## src/rtl/pwm_regs_pkg.sv

```systemverilog
package pwm_regs_pkg;
  localparam int unsigned REG_W     = 16;
  localparam int unsigned CTRL_RW_W = 9;
  localparam int unsigned STAT_W    = 3;
  localparam int unsigned LOAD_BIT  = 12;

  localparam int unsigned OFS_CLK    = 'h00;
  localparam int unsigned OFS_CTRL   = 'h04;
  localparam int unsigned OFS_PERIOD = 'h08;
  localparam int unsigned OFS_DUTY   = 'h0C;
  localparam int unsigned OFS_DEAD   = 'h10;
  localparam int unsigned OFS_CSEL   = 'h14;

  typedef enum logic [2:0] {
    RG_NONE, RG_CLK, RG_CTRL, RG_PERIOD, RG_DUTY, RG_DEAD, RG_CSEL
  } reg_sel_e;

  function automatic logic [REG_W-1:0] lane_merge(
    input logic [REG_W-1:0] old_v,
    input logic [REG_W-1:0] new_v,
    input logic [1:0]       be
  );
    lane_merge = {be[1] ? new_v[15:8] : old_v[15:8],
                  be[0] ? new_v[7:0]  : old_v[7:0]};
  endfunction
endpackage

```

## src/rtl/pwm_apb_decode.sv

```systemverilog
module pwm_apb_decode
  import pwm_regs_pkg::*;
#(
  parameter int unsigned ADDR_W = 8,
  parameter int unsigned NUM_CH = 6,
  parameter int unsigned SEL_W  = 3
) (
  input  logic [ADDR_W-1:0] paddr,
  input  logic              pwrite,
  input  logic [3:0]        pstrb,
  input  logic [SEL_W-1:0]  ch_sel,
  output reg_sel_e          sel,
  output logic              err
);
  logic banked, bad_ch, bad_strb;

  always_comb begin
    case (paddr)
      ADDR_W'(OFS_CLK):    sel = RG_CLK;
      ADDR_W'(OFS_CTRL):   sel = RG_CTRL;
      ADDR_W'(OFS_PERIOD): sel = RG_PERIOD;
      ADDR_W'(OFS_DUTY):   sel = RG_DUTY;
      ADDR_W'(OFS_DEAD):   sel = RG_DEAD;
      ADDR_W'(OFS_CSEL):   sel = RG_CSEL;
      default:             sel = RG_NONE;
    endcase
  end

  assign banked   = (sel == RG_CTRL) || (sel == RG_PERIOD) ||
                    (sel == RG_DUTY) || (sel == RG_DEAD);
  assign bad_ch   = banked && (int'(ch_sel) >= int'(NUM_CH));
  assign bad_strb = pwrite && !((pstrb == 4'b0011) || (pstrb == 4'b1100) ||
                                (pstrb == 4'b1111));
  assign err      = (sel == RG_NONE) || bad_ch || bad_strb;
endmodule

```

## src/rtl/pwm_chan_bank.sv

```systemverilog
module pwm_chan_bank
  import pwm_regs_pkg::*;
(
  input  logic                 clk,
  input  logic                 rst,
  input  logic                 wr_ctrl,
  input  logic                 wr_period,
  input  logic                 wr_duty,
  input  logic                 wr_dead,
  input  logic [REG_W-1:0]     wdata,
  input  logic [1:0]           wbe,
  input  logic                 load_done,
  output logic [CTRL_RW_W-1:0] ctrl_o,
  output logic [REG_W-1:0]     period_o,
  output logic [REG_W-1:0]     duty_o,
  output logic [REG_W-1:0]     dead_o,
  output logic                 load_req_o
);
  logic [REG_W-1:0] ctrl_merged;
  logic             load_set;

  assign ctrl_merged = lane_merge({{(REG_W-CTRL_RW_W){1'b0}}, ctrl_o}, wdata, wbe);
  assign load_set    = wr_ctrl && wbe[1] && wdata[LOAD_BIT];

  always_ff @(posedge clk) begin
    if (rst) begin
      ctrl_o     <= '0;
      period_o   <= '0;
      duty_o     <= '0;
      dead_o     <= '0;
      load_req_o <= 1'b0;
    end else begin
      if (wr_ctrl)   ctrl_o   <= ctrl_merged[CTRL_RW_W-1:0];
      if (wr_period) period_o <= lane_merge(period_o, wdata, wbe);
      if (wr_duty)   duty_o   <= lane_merge(duty_o, wdata, wbe);
      if (wr_dead)   dead_o   <= lane_merge(dead_o, wdata, wbe);
      if (load_set)       load_req_o <= 1'b1;
      else if (load_done) load_req_o <= 1'b0;
    end
  end

  // a pending load survives until the channel reports done
  a_r5_load_holds: assert property (@(posedge clk) disable iff (rst)
    load_req_o && !load_done |=> load_req_o);
  // done without a new request drops the load bit
  a_r5_load_clears: assert property (@(posedge clk) disable iff (rst)
    load_done && !load_set |=> !load_req_o);
  // a write of 1 to the load bit raises the request
  a_r5_load_sets: assert property (@(posedge clk) disable iff (rst)
    load_set |=> load_req_o);
endmodule

```

## src/rtl/pwm_apb_regs.sv

```systemverilog
module pwm_apb_regs
  import pwm_regs_pkg::*;
#(
  parameter int unsigned ADDR_W = 8,
  parameter int unsigned NUM_CH = 6
) (
  input  logic                     clk,
  input  logic                     rst,
  input  logic                     psel,
  input  logic                     penable,
  input  logic                     pwrite,
  input  logic [ADDR_W-1:0]        paddr,
  input  logic [31:0]              pwdata,
  input  logic [3:0]               pstrb,
  output logic [31:0]              prdata,
  output logic                     pready,
  output logic                     pslverr,
  output logic                     clk_src_o,
  output logic [14:0]              prescale_o,
  output logic [NUM_CH*9-1:0]      ch_ctrl_o,
  output logic [NUM_CH*16-1:0]     ch_period_o,
  output logic [NUM_CH*16-1:0]     ch_duty_o,
  output logic [NUM_CH*16-1:0]     ch_dead_o,
  output logic [NUM_CH-1:0]        load_req_o,
  input  logic [NUM_CH-1:0]        load_done_i,
  input  logic [NUM_CH*3-1:0]      status_i
);
  localparam int unsigned SEL_W = (NUM_CH > 1) ? $clog2(NUM_CH) : 1;

  reg_sel_e             sel;
  logic                 dec_err;
  logic                 wr_go;
  logic [REG_W-1:0]     clk_q;
  logic [SEL_W-1:0]     csel_q;
  logic [REG_W-1:0]     rd_word;
  logic [1:0]           wbe;

  logic [CTRL_RW_W-1:0] ctrl_a   [NUM_CH];
  logic [REG_W-1:0]     period_a [NUM_CH];
  logic [REG_W-1:0]     duty_a   [NUM_CH];
  logic [REG_W-1:0]     dead_a   [NUM_CH];

  pwm_apb_decode #(.ADDR_W(ADDR_W), .NUM_CH(NUM_CH), .SEL_W(SEL_W)) u_dec (
    .paddr  (paddr),
    .pwrite (pwrite),
    .pstrb  (pstrb),
    .ch_sel (csel_q),
    .sel    (sel),
    .err    (dec_err)
  );

  assign wr_go = psel && penable && pwrite && !dec_err;
  assign wbe   = pstrb[1:0];

  always_ff @(posedge clk) begin
    if (rst) begin
      clk_q  <= '0;
      csel_q <= '0;
    end else if (wr_go) begin
      if (sel == RG_CLK)               clk_q  <= lane_merge(clk_q, pwdata[REG_W-1:0], wbe);
      if (sel == RG_CSEL && pstrb[0])  csel_q <= pwdata[SEL_W-1:0];
    end
  end

  assign clk_src_o  = clk_q[0];
  assign prescale_o = clk_q[15:1];

  for (genvar c = 0; c < NUM_CH; c++) begin : g_ch
    logic hit;
    assign hit = wr_go && (csel_q == SEL_W'(c));
    pwm_chan_bank u_bank (
      .clk        (clk),
      .rst        (rst),
      .wr_ctrl    (hit && sel == RG_CTRL),
      .wr_period  (hit && sel == RG_PERIOD),
      .wr_duty    (hit && sel == RG_DUTY),
      .wr_dead    (hit && sel == RG_DEAD),
      .wdata      (pwdata[REG_W-1:0]),
      .wbe        (wbe),
      .load_done  (load_done_i[c]),
      .ctrl_o     (ctrl_a[c]),
      .period_o   (period_a[c]),
      .duty_o     (duty_a[c]),
      .dead_o     (dead_a[c]),
      .load_req_o (load_req_o[c])
    );
    assign ch_ctrl_o[c*9 +: 9]     = ctrl_a[c];
    assign ch_period_o[c*16 +: 16] = period_a[c];
    assign ch_duty_o[c*16 +: 16]   = duty_a[c];
    assign ch_dead_o[c*16 +: 16]   = dead_a[c];
  end

  always_comb begin
    rd_word = '0;
    case (sel)
      RG_CLK:  rd_word = clk_q;
      RG_CSEL: rd_word = REG_W'(csel_q);
      default: begin
        for (int c = 0; c < NUM_CH; c++) begin
          if (csel_q == SEL_W'(c)) begin
            case (sel)
              RG_CTRL:   rd_word = {3'b000, load_req_o[c], status_i[c*3 +: 3], ctrl_a[c]};
              RG_PERIOD: rd_word = period_a[c];
              RG_DUTY:   rd_word = duty_a[c];
              RG_DEAD:   rd_word = dead_a[c];
              default:   rd_word = '0;
            endcase
          end
        end
      end
    endcase
  end

  // Response is captured at the setup edge so it is registered for the access phase
  always_ff @(posedge clk) begin
    if (rst) begin
      prdata  <= '0;
      pslverr <= 1'b0;
    end else if (psel && !penable) begin
      prdata  <= dec_err ? 32'h0 : {16'h0, rd_word};
      pslverr <= dec_err;
    end else begin
      prdata  <= '0;
      pslverr <= 1'b0;
    end
  end

  assign pready = 1'b1;

  // reset clears response and configuration
  a_r1_reset_clear: assert property (@(posedge clk)
    rst |=> (prdata == 32'h0 && !pslverr && load_req_o == '0 && clk_q == '0));
  // response is quiet outside access phases
  a_r9_idle_quiet: assert property (@(posedge clk) disable iff (rst)
    !(psel && penable) |-> (!pslverr && prdata == 32'h0));
  // misaligned address errors
  a_r8_misaligned_err: assert property (@(posedge clk) disable iff (rst)
    psel && !penable && (paddr[1:0] != 2'b00) |=> pslverr);
  // an erroring write changes no configuration
  a_r8_err_no_effect: assert property (@(posedge clk) disable iff (rst)
    psel && penable && pwrite && pslverr |=>
      ($stable(ch_period_o) && $stable(ch_duty_o) && $stable(ch_dead_o) &&
       $stable(ch_ctrl_o) && $stable(clk_q)));
endmodule

```

## config.mk

```make
export PLATFORM = sky130hd
export DESIGN_NAME = pwm_apb_regs
export DESIGN_NICKNAME = d
export VERILOG_FILES = /design/src/rtl/pwm_regs_pkg.sv /design/src/rtl/pwm_apb_decode.sv /design/src/rtl/pwm_chan_bank.sv /design/src/rtl/pwm_apb_regs.sv
export SDC_FILE = /design/constraint.sdc
export NUM_CORES = 1
export LEC_CHECK = 0
export BUFFER_PORTS_ARGS = -buffer_cell sky130_fd_sc_hd__buf_2
export CAP_MARGIN = 20
export CORE_MARGIN = 1.5
export CORE_UTILIZATION = 59
export DETAILED_ROUTE_END_ITERATION = 8
export PLACE_DENSITY = 0.89
export SLEW_MARGIN = 25
export SYNTH_ARGS = -nofsm -noshare
export SYNTH_HDL_FRONTEND = slang
export SYNTH_HIERARCHICAL = 1
export SYNTH_SLANG_ARGS = --single-unit
```

## constraint.sdc

```tcl
create_clock -name clk -period 4.25 [get_ports clk]
set_input_delay 0.6375 -clock clk [delete_from_list [all_inputs] [get_ports clk]]
set_output_delay 0.6375 -clock clk [all_outputs]
set_load 0.01 [all_outputs]
```

==> metrics.md, run 1 <==
| Metric | Value |
|---|---|
| IO Port Bufs | `between 400 and 500` |
| Flops & latches, synth | `between 300 and 400` |
| Final hold vios | `0` |
| Pin count of the biggest net entering global routing | `218` |
| Pwr dens | `327 mW/mm²` |
| 1st-iter DRT viols | `2008` |
| Crit path kind | `in2reg` |
| Vias in the first global route | `roughly 17000` |
| Top cell type's share of synthesized area | `0.386` |
| CP bufs+invs | `2` |
| Max Root-Sink Buffers | `3` |
| Met3 Track Usage GR | `0.106` |
| Gate family responsible for the most delay along the worst path | `simple AND/OR/NAND/NOR gates` |
| Measured slew at the worst slew-check pin | `0.917 ns` |
| Distinct cells, synth | `65` |
| CTS Hold Buffers Added | `0` |
| Max cap viols | `0` |
| Via count | `between 15000 and 20000` |
| First-pass GRT wire length | `106000 µm` |
| Pre-antenna DRT Iters | `5` |
| Area after DPL | `0.0219 mm²` |
| Core ar. | `0.0334 mm²` |
| Ranking of synthesized cells by area | `dfxtp_1 (39%), mux2i_1 (21%), nand2b_1 (12%)` |
| DRC violations left | `0` |
| Fin crit period | `3.28 ns` |
| CTS tree | `done` |
| Met1 GRT Util | `0.502` |
| Share of cells above drive strength 1 | `0.300` |
| Crit start category | `input port` |
| Nets | `2388` |
| Worst-Skew Late Latency | `0.54 ns` |
| H-tree Lvls | `2` |
| Top cell by count, worst path | `nor2_1` |
| Leakage power total | `roughly 11 nW` |
| Cts repair resizes | `0` |
| Clk slew on worst S/H paths | `approximately 0.060 ns` |
| Most used routing layer | `met2` |
| CP Cell Sequence | `buf_2, nor3_2, nand2_1, nor2_1, buf_4, nand3b_1, nor2_1, and2_1, mux2i_1` |
| Finished Cell Area | `0.0232 mm²` |
| Setup TNS | `0 ns` |
| Syn avg cell area | `10.3 µm²` |
| Area leader, netlist | `dfxtp_1` |
| TritonCTS Sinks | `384` |
| Max stage delay on crit path | `0.55 ns` |
| M2 GR Usage | `0.615` |
| Commonest non-fill, non-tap cell in the layout | `buf_2` |
| Primary FF master, synth | `dfxtp_1` |
| Crit-path slowest cell | `nand3b_1` |
| Post-DP HPWL | `about 52000 µm` |
| Initial antenna violation count | `5` |
| Post-synth EDFFs | `0` |
| Mapped Cells | `1941` |
| Ys Warns | `6` |
| Vias per Instance | `6.15` |
| GRT Util Overall | `0.402` |
| Fin Hold WS | `slightly above 0.3 ns` |
| CP Data Required Time | `roughly 4.7 ns` |
| TritonCTS Buffers | `about 40` |
| Slew headroom | `0.388` |
| RSZ-0062 raised after global routing | `no` |
| GPL Wtd Cong | `roughly 0.95` |
| Mapped cell area | `approximately 0.020 mm²` |
| Final WL | `72900 µm` |
| Final core occ | `0.696` |
| Crit share post-route | `0.771` |
| I/O pin cnt | `471` |
| Peak supply drop | `0.284 mV` |
| Status | `completed` |
| DIE AREA | `~0.035 mm²` |
| Grt ovf | `0` |
| Die H | `187 µm` |
| Critical path arrival | `3.73 ns` |
| Chip width | `~190 µm` |
| F_max | `~0.31 GHz` |
| Initial core utilization | `0.597` |
| Remaining antenna violation count after routing | `0` |
| Highest-count cells in the layout ignoring fill and taps | `buf_2 (436), mux2i_1 (412), dfxtp_1 (384)` |
| Area grow syn2layout | `16.6%` |
| Crit end category | `flip-flop` |
| Row Count | `between 60 and 70` |
| CP max FO | `9` |
| Slew Limit Fails | `0` |
| Hold crit path type | `in2reg` |
| Final setup vio count | `0` |
| CTS Root Cell | `clkbuf_16` |
| Register area share after synthesis | `0.386` |
| Fraction of registers with async set/reset | `0` |
| DR WL/cell | `26.1 µm` |
| Post-CTS Setup Bufs | `0` |
| Final Skew | `0.0137 ns` |
## registers in the layout (all words and copies together) (netlist names)
name,cells
g_ch.u_bank/period_o,96
csel_q,3
g_ch.u_bank/duty_o,96
g_ch.u_bank/ctrl_o,54
g_ch.u_bank/load_req_o,6
prdata,16
pslverr,1
clk_q,16
g_ch.u_bank/dead_o,96
## worst register-to-register path: stages (launching register included)
cell and delay, ns:
dfxtp_1 0.31, nand2_1 0.10, nor2_1 0.06, o22ai_1 0.17, nand4_1 0.27, and4b_1 0.37
buf_4 0.22, nand2_1 0.15, nor2_1 0.23, and2_1 0.55, mux2i_1 0.27
## where the power goes
group          switching, mW  internal [mW]  total, mW
logic                  0.237          0.155      0.392
clock network           1.46           2.13       3.60
registers           0.000409           3.60       3.60
total                   1.70           5.89       7.59
## area by class of cell
cell class / count / area (µm²)
sequential: 384 / 7690
clock inverter: 7 / 110
timing repair buffer: 471 / 2530
inverter: 8 / 30.0
tap: 448 / 561
clock buffer: 64 / 1210
multi-input combinational: 1409 / 11100
fill: 2514 / 10100
antenna: 5 / 12.5
## layer usage
layer,wire length [µm],vias to the layer above
met2,32000,1152
met4,5250,2
met1,27400,8286
met5,17,-
li1,-,7495
met3,8170,274
## stage by stage
stage / total power [mW] / setup WS (ns) / cells
floorplan: 3.96 / 1.44 / 1956
global placement: 4.05 / 0.674 / 2720
detailed placement: 4.06 / 0.587 / 2720
CTS: 7.57 / 1.13 / 2791
global route: 7.76 / 0.878 / 2793
finish: 7.59 / 0.974 / 2796
## worst paths after layout
| check | start | cells past startpoint | end | slack (ns) |
|---|---|---|---|---|
| worst max-delay path | paddr[1] | 9 | g_ch[1].u_bank/period_o[9] | 0.97 |
| worst min-delay path | load_done_i[5] | 2 | g_ch[5].u_bank/load_req_o | 0.31 |
| worst max register to register | csel_q[2] | 10 | g_ch[1].u_bank/period_o[9] | 1.48 |
| worst min register to register | g_ch[2].u_bank/period_o[15] | 2 | g_ch[2].u_bank/period_o[15] | 0.49 |
## cells in the mapped netlist, types with 27 or more instances
master and n:
mux2i_1 412, dfxtp_1 384, nand2b_1 372, nand2_1 82, nand2b_4 72, buf_6 67, nor2_1 58, a22oi_1 55
mux2_2 54, a21oi_1 31, clkbuf_1 31, buf_4 28, o21ai_0 27
## logic make-up after synthesis
family | after synthesis | share of synthesized area
other cells | 2 | 0.000377
xor+xnor | 2 | 0.00126
flops | 384 | 0.386
simple gates | 701 | 0.232
compound gates | 222 | 0.0794
buf+inv | 163 | 0.0628
mux | 467 | 0.238
No activity file was read; power rests on OpenSTA's default activity.
==> run 2: changes to the inputs <==
--- a/config.mk
+++ b/config.mk
@@ -8,9 +8,9 @@
 export BUFFER_PORTS_ARGS = -buffer_cell sky130_fd_sc_hd__buf_2
 export CAP_MARGIN = 20
 export CORE_MARGIN = 1.5
-export CORE_UTILIZATION = 59
+export CORE_UTILIZATION = 55
 export DETAILED_ROUTE_END_ITERATION = 8
-export PLACE_DENSITY = 0.89
+export PLACE_DENSITY = 0.83
 export SLEW_MARGIN = 25
 export SYNTH_ARGS = -nofsm -noshare
 export SYNTH_HDL_FRONTEND = slang
==> constraint.sdc (replaced) <==
create_clock -name clk -period 3.2 [get_ports clk]
set_input_delay 0.48 -clock clk [delete_from_list [all_inputs] [get_ports clk]]
set_output_delay 0.48 -clock clk [all_outputs]
set_load 0.01 [all_outputs]
==> run 2 against run 1 <==
Compared with the run above: clock power increased by 47%; combinational power grew 36%; core utilization down 2.9 points.
==> metrics.md, run 2 (synthesis results as in run 1) <==
| Metric | Value |
|---|---|
| Final setup vio count | `0` |
| Commonest non-fill, non-tap cell in the layout | `buf_2` |
| Die H | `193 µm` |
| Slew headroom | `0.183` |
| Largest registers | `g_ch.u_bank/dead_o (96), g_ch.u_bank/duty_o (96), g_ch.u_bank/period_o (96)` |
| Clk slew on worst S/H paths | `0.06 ns` |
| First-pass GRT wire length | `109000 µm` |
| Chip width | `193 µm` |
| TritonCTS Buffers | `42` |
| M2 GR Usage | `0.614` |
| Vias per Instance | `between 6 and 7` |
| Area grow syn2layout | `19.0%` |
| Share of cells above drive strength 1 | `0.313` |
| Max Root-Sink Buffers | `3` |
| Core ar. | `0.0356 mm²` |
| Worst slack, placed | `-0.114 ns` |
| Area of the multi-input gates | `0.0111 mm²` |
| Pin count of the biggest net entering global routing | `about 280` |
| Pre-antenna DRT Iters | `6` |
| CP Cell Sequence | `nand2_1, nor2_1, o22ai_1, nand4_1, and4b_1, nand3b_1, nor2_1, and2_1, mux2i_1` |
| Ant. Diodes | `0` |
| Hold wc startpoint | `load_done_i[3]` |
| Crit path kind | `reg2reg` |
| Via count | `17200` |
| GPL Wtd Cong | `slightly above 0.9` |
| R2R cell count | `9` |
| Pwr Total | `10.6 mW` |
| Pwr dens | `448 mW/mm²` |
| H-tree Lvls | `2` |
| Post-CTS Setup Bufs | `0` |
| Hold crit path type | `in2reg` |
| Remaining antenna violation count after routing | `0` |
| Final Worst Setup Slack | `approximately 0.15 ns` |
| CTS Root Cell | `clkbuf_16` |
| Most used routing layer | `met2` |
| F_max | `between 0.3 and 0.4 GHz` |
| Max stage delay on crit path | `0.71 ns` |
| # fillers | `2807` |
| TritonCTS Sinks | `between 300 and 400` |
| FF/Latch Area | `0.00769 mm²` |
| Leakage power total | `11.5 nW` |
| Hold Path Depth | `2` |
| DRC violations left | `0` |
| Initial core utilization | `0.560` |
| Critical path arrival | `3.54 ns` |
| Crit share post-route | `0.953` |
| Fin crit period | `~3 ns` |
| Fin Hold WS | `~0.12 ns` |
| IO Port Bufs | `437` |
| Final hold vios | `0` |
| Post-DP HPWL | `53500 µm` |
| Peak supply drop | `0.502 mV` |
| 1st-iter DRT viols | `roughly 1800` |
| I/O pin cnt | `471` |
| Highest-count cells in the layout ignoring fill and taps | `buf_2 (436), mux2i_1 (412), dfxtp_1 (384)` |
| Met3 Track Usage GR | `0.0907` |
| Worst-Skew Late Latency | `0.57 ns` |
| Met1 GRT Util | `0.474` |
| RSZ-0062 raised after global routing | `no` |
| Vias in the first global route | `16900` |
| Max cap viols | `0` |
| CP Launch Point | `csel_q[2]` |
| Final WL | `74500 µm` |
| Crit start category | `flip-flop` |
| Top cell by count, worst path | `nor2_1` |
| CP max FO | `8` |
| Area after DPL | `about 0.022 mm²` |
| DIE AREA | `0.0374 mm²` |
| Slew Limit Fails | `0` |
| Cts repair resizes | `0` |
| CP Data Required Time | `3.69 ns` |
| Measured slew at the worst slew-check pin | `1.23 ns` |
| Initial antenna violation count | `2` |
| DR WL/cell | `about 26 µm` |
| Setup TNS | `0 ns` |
| GRT Util Overall | `0.385` |
| Grt ovf | `0` |
| Crit-path slowest cell | `and4b_1` |
| CTS Hold Buffers Added | `0` |
| CTS tree | `done` |
| Launching point of the worst reg2reg path | `csel_q[2]` |
| Finished Cell Area | `roughly 0.024 mm²` |
| Crit end category | `flip-flop` |
| Row Count | `69` |
| Status | `completed` |
| Final Skew | `roughly 0.012 ns` |
| Nets | `2420` |
[run 2: cell types whose count changed in the layout (fill, tap and decap cells not counted), moves of 4 or more]
cell       delta
buf_12        +6
clkbuf_8      -5
diode_2       -5
bufinv_16     +4
clkinv_2      +5
buf_4        +25
clkbuf_16     +4
clkbuf_1      -7
[run 2: metal layers]
layer  routed length [µm]  share of wire
met2                33800           0.45
met4                 4810          0.065
met3                 7160          0.096
met5                   13        0.00017
met1                28800           0.39
[run 2: final cells by class]
cell class | count | area share
multi-input combinational | 1409 | 0.467
sequential | 384 | 0.324
timing repair buffer | 502 | 0.120
clock buffer | 56 | 0.0514
tap | 461 | 0.0243
clock inverter | 19 | 0.0118
inverter | 8 | 0.00127
[run 2: worst paths after layout]
path | endpoint | slack, ns
max | g_ch[0].u_bank/period_o[14] | 0.15
min | g_ch[3].u_bank/load_req_o | 0.12
max reg2reg | g_ch[0].u_bank/period_o[14] | 0.15
min reg2reg | g_ch[3].u_bank/dead_o[8] | 0.49
[run 2: critical path: cells and delay by family, from the launching register on]
kind	cells	cell delay, ns
AOI/OAI and AO/OA	1	0.17
DFF	1	0.31
muxes	1	0.26
and+or+nand+nor	7	2.22
[run 2: metrics by stage]
stage	cells	util
6_report	2839	0.666
5_1_grt	2839	0.666
3_5_place_dp	2764	0.624
2_1_floorplan	1956	-
4_1_cts	2839	0.666
3_3_place_gp	2764	0.624
[run 2: power by group]
part	total, mW	internal [mW]	switching [mW]
clock	5.30	3.24	2.07
sequential	4.78	4.78	0.000153
combinational	0.533	0.213	0.320
total	10.6	8.23	2.39
